===== config.mk =====
export PLATFORM = sky130hd
export DESIGN_NAME = out_ep_xfer_ctrl
export DESIGN_NICKNAME = d
export VERILOG_FILES = /design/src/rtl/oep_pkg.sv /design/src/rtl/oep_accept_gate.sv /design/src/rtl/oep_xfer_count.sv /design/src/rtl/oep_pid_queue.sv /design/src/rtl/out_ep_xfer_ctrl.sv
export SDC_FILE = /design/constraint.sdc
export NUM_CORES = 1
export LEC_CHECK = 0
export BUFFER_PORTS_ARGS = -buffer_cell sky130_fd_sc_hd__buf_2
export CORE_MARGIN = 1.5
export CORE_UTILIZATION = 57
export DETAILED_ROUTE_END_ITERATION = 10
export HOLD_SLACK_MARGIN = 0.05
export PLACE_DENSITY = 0.95
export SETUP_SLACK_MARGIN = 0.2
export SLEW_MARGIN = 20
export SYNTH_ARGS = -nofsm -noshare
export SYNTH_HDL_FRONTEND = slang
export SYNTH_SLANG_ARGS = --single-unit

===== constraint.sdc =====
create_clock -name clk -period 2.9 [get_ports clk]
set_input_delay 0 -clock clk [delete_from_list [all_inputs] [get_ports clk]]
set_output_delay 0 -clock clk [all_outputs]
set_load 0.01 [all_outputs]

===== src/rtl/oep_pkg.sv =====
package oep_pkg;

  // Two-bit data PID code as stored per FIFO entry.
  typedef enum logic [1:0] {
    PID_DATA0 = 2'b00,
    PID_DATA2 = 2'b01,
    PID_DATA1 = 2'b10,
    PID_MDATA = 2'b11
  } pid_e;

endpackage


===== src/rtl/oep_accept_gate.sv =====
// Combinational accept / refuse decision for one incoming OUT packet.
module oep_accept_gate #(
  parameter int PKT_W  = 4,
  parameter int BYTE_W = 7,
  parameter int DEPTH  = 4,
  parameter int LVL_W  = 3
) (
  input  logic              rx_valid,
  input  logic [BYTE_W-1:0] rx_bytes,
  input  logic              ep_en,
  input  logic              closed,
  input  logic [PKT_W-1:0]  rem_pkts,
  input  logic [LVL_W-1:0]  level,
  input  logic              iso,
  input  logic              odd_sel,
  input  logic              frame_odd,
  input  logic [BYTE_W-1:0] mps,
  output logic              accept,
  output logic              reject,
  output logic              last_pkt
);

  localparam logic [LVL_W-1:0] FULL_LVL = LVL_W'(DEPTH);

  logic armed;
  logic room;
  logic parity_ok;
  logic short_pkt;

  always_comb begin
    armed     = ep_en && !closed && (rem_pkts != '0);
    room      = (level < FULL_LVL);
    parity_ok = !iso || (frame_odd == odd_sel);
    short_pkt = (rx_bytes < mps);
    accept    = rx_valid && armed && room && parity_ok;
    reject    = rx_valid && !accept;
    last_pkt  = (rem_pkts == PKT_W'(1)) || (!iso && short_pkt);
  end

endmodule


===== src/rtl/oep_xfer_count.sv =====
// Remaining byte budget and packet count of the running transfer.
module oep_xfer_count #(
  parameter int SIZE_W = 10,
  parameter int PKT_W  = 4,
  parameter int BYTE_W = 7
) (
  input  logic              clk,
  input  logic              rst_n,
  input  logic              load,
  input  logic [SIZE_W-1:0] load_size,
  input  logic [PKT_W-1:0]  load_pkts,
  input  logic              take,
  input  logic [BYTE_W-1:0] take_bytes,
  output logic [SIZE_W-1:0] rem_size,
  output logic [PKT_W-1:0]  rem_pkts
);

  logic [SIZE_W-1:0] size_q, size_d, take_ext;
  logic [PKT_W-1:0]  pkts_q, pkts_d;
  logic              upd;

  always_comb begin
    take_ext = SIZE_W'(take_bytes);
    upd      = load || take;
    size_d   = size_q;
    pkts_d   = pkts_q;
    if (load) begin
      size_d = load_size;
      pkts_d = load_pkts;
    end else if (take) begin
      size_d = (take_ext > size_q) ? '0 : (size_q - take_ext);
      pkts_d = pkts_q - PKT_W'(1);
    end
  end

  always_ff @(posedge clk or negedge rst_n) begin
    if (!rst_n) begin
      size_q <= '0;
      pkts_q <= '0;
    end else if (upd) begin
      size_q <= size_d;
      pkts_q <= pkts_d;
    end
  end

  assign rem_size = size_q;
  assign rem_pkts = pkts_q;

endmodule


===== src/rtl/oep_pid_queue.sv =====
// Occupancy mirror of the receive FIFO holding each entry's data PID.
module oep_pid_queue
  import oep_pkg::*;
#(
  parameter int DEPTH = 4,
  parameter int LVL_W = 3
) (
  input  logic             clk,
  input  logic             rst_n,
  input  logic             push,
  input  logic [1:0]       push_pid,
  input  logic             pop,
  output logic             pop_taken,
  output logic [LVL_W-1:0] level,
  output logic [1:0]       head_pid
);

  localparam int PTR_W = (DEPTH > 1) ? $clog2(DEPTH) : 1;
  localparam logic [PTR_W-1:0] LAST_SLOT = PTR_W'(DEPTH - 1);

  logic [PTR_W-1:0] wr_q, wr_d, rd_q, rd_d;
  logic [LVL_W-1:0] lvl_q, lvl_d;
  pid_e             slot [DEPTH];

  function automatic logic [PTR_W-1:0] bump(input logic [PTR_W-1:0] p);
    return (p == LAST_SLOT) ? '0 : (p + PTR_W'(1));
  endfunction

  always_comb begin
    pop_taken = pop && (lvl_q != '0);
    wr_d      = push      ? bump(wr_q) : wr_q;
    rd_d      = pop_taken ? bump(rd_q) : rd_q;
    lvl_d     = lvl_q;
    case ({push, pop_taken})
      2'b10:   lvl_d = lvl_q + LVL_W'(1);
      2'b01:   lvl_d = lvl_q - LVL_W'(1);
      default: lvl_d = lvl_q;
    endcase
  end

  always_ff @(posedge clk or negedge rst_n) begin
    if (!rst_n) begin
      wr_q  <= '0;
      rd_q  <= '0;
      lvl_q <= '0;
    end else begin
      wr_q  <= wr_d;
      rd_q  <= rd_d;
      lvl_q <= lvl_d;
    end
  end

  for (genvar g = 0; g < DEPTH; g++) begin : g_slot
    pid_e cell_q;
    logic cell_we;
    assign cell_we = push && (wr_q == PTR_W'(g));
    always_ff @(posedge clk or negedge rst_n) begin
      if (!rst_n) begin
        cell_q <= PID_DATA0;
      end else if (cell_we) begin
        cell_q <= pid_e'(push_pid);
      end
    end
    assign slot[g] = cell_q;
  end

  assign level    = lvl_q;
  assign head_pid = slot[rd_q];

endmodule


===== src/rtl/out_ep_xfer_ctrl.sv =====
// One USB OUT endpoint: arming, packet accept/refuse, FIFO mirror, completion.
module out_ep_xfer_ctrl #(
  parameter  int SIZE_W = 10,
  parameter  int PKT_W  = 4,
  parameter  int BYTE_W = 7,
  parameter  int DEPTH  = 4,
  localparam int LVL_W  = $clog2(DEPTH + 1)
) (
  input  logic              clk,
  input  logic              rst_n,
  input  logic              cfg_wr,
  input  logic              cfg_enable,
  input  logic              cfg_clear_nak,
  input  logic              cfg_iso,
  input  logic              cfg_odd_frame,
  input  logic [SIZE_W-1:0] cfg_size,
  input  logic [PKT_W-1:0]  cfg_pkts,
  input  logic [BYTE_W-1:0] cfg_mps,
  input  logic              frame_odd,
  input  logic              frame_sof,
  input  logic              frame_eop,
  input  logic              rx_valid,
  input  logic [BYTE_W-1:0] rx_bytes,
  input  logic [1:0]        rx_pid,
  output logic              rx_push,
  output logic              rx_nak,
  input  logic              fifo_pop,
  input  logic              done_ack,
  output logic              irq_rx_level,
  output logic              irq_xfer_done,
  output logic              ep_enabled,
  output logic [SIZE_W-1:0] rem_size,
  output logic [PKT_W-1:0]  rem_pkts,
  output logic [LVL_W-1:0]  fifo_level,
  output logic [1:0]        last_pid
);

  // Reset: asserted asynchronously, released through two flops.
  logic [1:0] rs_q;
  logic       rst_sync_n;

  always_ff @(posedge clk or negedge rst_n) begin
    if (!rst_n) rs_q <= 2'b00;
    else        rs_q <= {rs_q[0], 1'b1};
  end
  assign rst_sync_n = rs_q[1];

  // Control state.
  logic              en_q, en_d;
  logic              closed_q, closed_d;
  logic              done_q, done_d;
  logic              win_q, win_d;
  logic [1:0]        pid_q, pid_d;
  logic              iso_q, odd_q;
  logic [BYTE_W-1:0] mps_q;

  logic              start;
  logic              accept, reject, last_pkt;
  logic              pop_taken;
  logic [1:0]        head_pid;
  logic [LVL_W-1:0]  level;
  logic [PKT_W-1:0]  pkts_left;
  logic [SIZE_W-1:0] size_left;
  logic              final_pop;

  oep_accept_gate #(
    .PKT_W (PKT_W),
    .BYTE_W(BYTE_W),
    .DEPTH (DEPTH),
    .LVL_W (LVL_W)
  ) u_gate (
    .rx_valid (rx_valid),
    .rx_bytes (rx_bytes),
    .ep_en    (en_q),
    .closed   (closed_q),
    .rem_pkts (pkts_left),
    .level    (level),
    .iso      (iso_q),
    .odd_sel  (odd_q),
    .frame_odd(frame_odd),
    .mps      (mps_q),
    .accept   (accept),
    .reject   (reject),
    .last_pkt (last_pkt)
  );

  oep_xfer_count #(
    .SIZE_W(SIZE_W),
    .PKT_W (PKT_W),
    .BYTE_W(BYTE_W)
  ) u_count (
    .clk       (clk),
    .rst_n     (rst_sync_n),
    .load      (start),
    .load_size (cfg_size),
    .load_pkts (cfg_pkts),
    .take      (accept),
    .take_bytes(rx_bytes),
    .rem_size  (size_left),
    .rem_pkts  (pkts_left)
  );

  oep_pid_queue #(
    .DEPTH(DEPTH),
    .LVL_W(LVL_W)
  ) u_queue (
    .clk      (clk),
    .rst_n    (rst_sync_n),
    .push     (accept),
    .push_pid (rx_pid),
    .pop      (fifo_pop),
    .pop_taken(pop_taken),
    .level    (level),
    .head_pid (head_pid)
  );

  // Next-state logic.
  always_comb begin
    start     = cfg_wr && cfg_enable && cfg_clear_nak && !en_q
                && (!cfg_iso || win_q);
    final_pop = pop_taken && closed_q && (level == LVL_W'(1));

    en_d     = en_q;
    closed_d = closed_q;
    done_d   = done_q;
    pid_d    = pid_q;

    if (start) begin
      en_d     = 1'b1;
      closed_d = (cfg_pkts == '0);
      done_d   = 1'b0;
    end else begin
      if (accept && last_pkt) closed_d = 1'b1;
      if (done_ack)           done_d   = 1'b0;
      if (final_pop) begin
        done_d = 1'b1;
        en_d   = 1'b0;
      end
      if (pop_taken && iso_q) pid_d = head_pid;
    end

    if (frame_eop)      win_d = 1'b1;
    else if (frame_sof) win_d = 1'b0;
    else                win_d = win_q;
  end

  // State registers.
  always_ff @(posedge clk or negedge rst_sync_n) begin
    if (!rst_sync_n) begin
      en_q     <= 1'b0;
      closed_q <= 1'b0;
      done_q   <= 1'b0;
      win_q    <= 1'b1;
      pid_q    <= 2'b00;
    end else begin
      en_q     <= en_d;
      closed_q <= closed_d;
      done_q   <= done_d;
      win_q    <= win_d;
      pid_q    <= pid_d;
    end
  end

  // Endpoint characteristics, captured only by an arming write.
  always_ff @(posedge clk or negedge rst_sync_n) begin
    if (!rst_sync_n) begin
      iso_q <= 1'b0;
      odd_q <= 1'b0;
      mps_q <= '0;
    end else if (start) begin
      iso_q <= cfg_iso;
      odd_q <= cfg_odd_frame;
      mps_q <= cfg_mps;
    end
  end

  assign rx_push       = accept;
  assign rx_nak        = reject;
  assign irq_rx_level  = (level != '0);
  assign irq_xfer_done = done_q;
  assign ep_enabled    = en_q;
  assign rem_size      = size_left;
  assign rem_pkts      = pkts_left;
  assign fifo_level    = level;
  assign last_pid      = pid_q;

endmodule


==> flow_summary.yaml <==
setup_path:
  crit_arrival_ps: 2550
  criticalPathCategory: "reg2reg"
  startpoint: "u_count.rem_size[0]"
  cp_max_fo: 7
  crit_path_end_kind: "flip-flop"
  cp_data_required_time_ps: 3130
  critPathMaxStageDelay_ps: 460
  start_kind: "flip-flop"
  path_cells: "inv_1, ha_1, fa_1, nor2b_4, o2111a_2, o31ai_4, a21oi_2, a221oi_1, nor2_1"
  reg2reg_from: "u_count.rem_size[0]"
  slowest_stage: "fa_1"
final_layout:
  final_nets: 429
  area_growth_pct: 29.4
  drive_gt1_frac: 0.277
  n_fill_cell: 244
  register_area_um2: 1150
  multi_input_area_um2: 1370
cts:
  cts_max_level: 2
  clock-sinks: 46
  path_clk_slew_ps: 90
  post_cts_resized: 0
  holdBufCountCts: 30
  post_cts_buffers: 0
  clk_latency_ps: 310
  clk_path_buf_depth: 2
  root_buffer: "clkbuf_8"
  cts_buffers: 5
  cts_tree: "built"
floorplan:
  ios: 67
  fp.dieArea_um2: 5090
  row_count: 24
  core_area_um2: 4410
  start_util: 0.603
  dieWidth_um: 71.3
  dieHeight_um: 71.3
route:
  first_pass_iters: 5
  dr_total_vias: 2453
  via_per_inst: 5.93
  wl_per_cell_um: 18.1
  antenna_left: 0
  drc_errors: 0
  drt_iter0_drc: 166
  wl_um: 7510
worst_hold_path:
  min_from: "fifo_pop"
  hp-class: "in2reg"
yosys:
  synth_seq_cells: 46
  syn-cell-area_um2: 2660
  syn_nets: 329
  synth_cell_type_count: 51
  ys_seq_area_frac: 0.433
  ys_warn_count: 0
  synth_edf_count: 0
  synthCells: 260
  synth_async_sr_flop_share: 1.00
  avgSynthCellArea_um2: 10.2
  synthFlopType: "dfrtp_1"
global_route:
  grt_pass1_vias: 2593
  antenna_found_initial: 1
  grt_pass1_wl_um: 12400
  grt_max_degree: 45
  grt_usage: 0.317
  overflow: 0
placed_design:
  gp_congestion: 0.862
  numPortBuffers: 66
  place_hpwl_um: 4860
sta:
  setup_tns_ps: 0
  finalMaxSlewViolations: 0
  setup_viol: 0
  clock_skew_ps: 7.83
  layout_min_cycle_time_ps: 2320
  tightest_slew_ps: 976
  relSlewSlack: 0.345
  max_freq_mhz: 431
  fin_crit_sh: 0.800
  hold_ws_ps: 89.8
  final_hold_viol_count: 0
  rsz0062_at_grt: "no"
power:
  internal-power_mw: 1.88
  power_frac_comb: 0.499
  ir_worst_vdd_uv: 517
  cellPowerDensity_nw_per_um2: 940
  power.share.switching: 0.419
  clock_power_share: 0.130
  switching_power_mw: 1.36
  leakagePower_nw: 1.73
  seqPwrFrac: 0.370
status:
  status: "completed"
run:
  drv_cap: 0
placed cells by master (no fill, tap or decap), types with 4 or more instances in the layout:
master         count
a21oi_1            6
a221o_1            5
buf_2             66
clkbuf_8           6
dfrtp_1           44
dlygate4sd3_1     30
ha_1              25
inv_1             26
mux2_2            11
nand2_1           36
nand2b_1           4
nand3_1            6
nor2_1            13
o21ai_0           14
xnor2_1            7
routing by layer:
| layer | vias to the layer above | global-route usage | routed length, µm |
|---|---|---|---|
| met5 | - | 0 | 0 |
| met1 | 1161 | 0.373 | 2870 |
| met4 | 0 | 0.187 | 480 |
| met2 | 127 | 0.532 | 3710 |
| met3 | 51 | 0.0703 | 443 |
| li1 | 1114 | - | - |
worst paths after layout:
kind | cells past startpoint | end | slack (ps)
worst max-delay path | 9 | u_count.rem_size[4] | 580
worst min-delay path | 3 | u_queue.rd_q[0] | 90
worst max register to register | 9 | u_count.rem_size[4] | 580
worst min register to register | 0 | rs_q[1] | 370
max in group asynchronous | 0 | u_count.rem_size[4] | 1870
min in group asynchronous | 0 | last_pid[1] | 430
worst max-delay path: cells and delay by family, from the launching register on:
| kind | cells | cell delay [ps] |
|---|---|---|
| compound gates | 4 | 810 |
| fa+ha+maj | 2 | 680 |
| buf+inv | 1 | 60 |
| flops | 1 | 400 |
| simple gates | 2 | 300 |
registers in the layout (all words and copies together) (netlist names):
| name | flops |
|---|---|
| u_count.rem_pkts | 4 |
| u_queue.g_slot.cell_q | 8 |
| u_queue.level | 3 |
| u_queue.wr_q | 2 |
| ep_enabled | 1 |
| mps_q | 7 |
| win_q | 1 |
| last_pid | 2 |
| rs_q | 2 |
| irq_xfer_done | 1 |
| odd_q | 1 |
| iso_q | 1 |
| u_count.rem_size | 10 |
| closed_q | 1 |
| u_queue.rd_q | 2 |
layout make-up:
| cell class | count | share of cell area |
|---|---|---|
| multi-input cells | 181 | 0.399 |
| flip-flops and latches | 46 | 0.335 |
| repair buffers | 99 | 0.190 |
| inverters | 27 | 0.0294 |
| clock buffers | 6 | 0.0240 |
| well taps | 52 | 0.0189 |
| clock inverters | 2 | 0.00363 |
| diodes | 1 | 0.000726 |
cell families (layout without fill, tap and decap cells):
kind of cell,Yosys count,in the layout,synth area share
and+or+nand+nor,77,77,0.140
AOI/OAI and AO/OA,53,53,0.150
DFF,46,46,0.433
buffers and inverters,33,134,0.0508
adders and majority gates,26,26,0.125
muxes,14,14,0.0672
xor gates and xnor gates,10,10,0.0329
other,1,2,0.00141
through the flow:
step	std cells	utilization	worst slack, ps	power, mW	cell area, µm²
2_1_floorplan	260	-	881	2.22	2660
3_3_place_gp	375	0.690	787	2.55	3050
3_5_place_dp	375	0.690	691	2.68	3050
4_1_cts	413	0.780	627	3.15	3440
5_1_grt	414	0.780	475	3.47	3440
6_report	414	0.780	580	3.24	3440
Yosys cell counts (3+ instances only):
master    instances  share of area
mux2_2           11          0.047
nand3_1           6          0.011
inv_1            26          0.037
nor2_1           13          0.018
nand2b_1          4         0.0094
xnor2_1           7          0.023
dfrtp_1          45           0.42
clkbuf_1          4         0.0056
and3_1            3         0.0071
a221oi_1          3         0.0099
o21ai_0          14          0.026
xor2_1            3         0.0099
a21o_1            3         0.0085
a221o_1           5          0.019
o21a_1            3         0.0085
a21oi_1           6          0.011
nor3_1            3         0.0056
nand2_1          36          0.051
ha_1             25           0.12
power by group through the flow:
stage	Sequential [mW]	Combinational, mW	Clock (mW)
after floorplan	1.19	1.03	0
after global placement	1.16	1.39	0
after detailed placement	1.19	1.49	0
after CTS	1.18	1.55	0.417
after global routing	1.24	1.78	0.451
final	1.20	1.62	0.422
(Power assumes the default switching activity.)
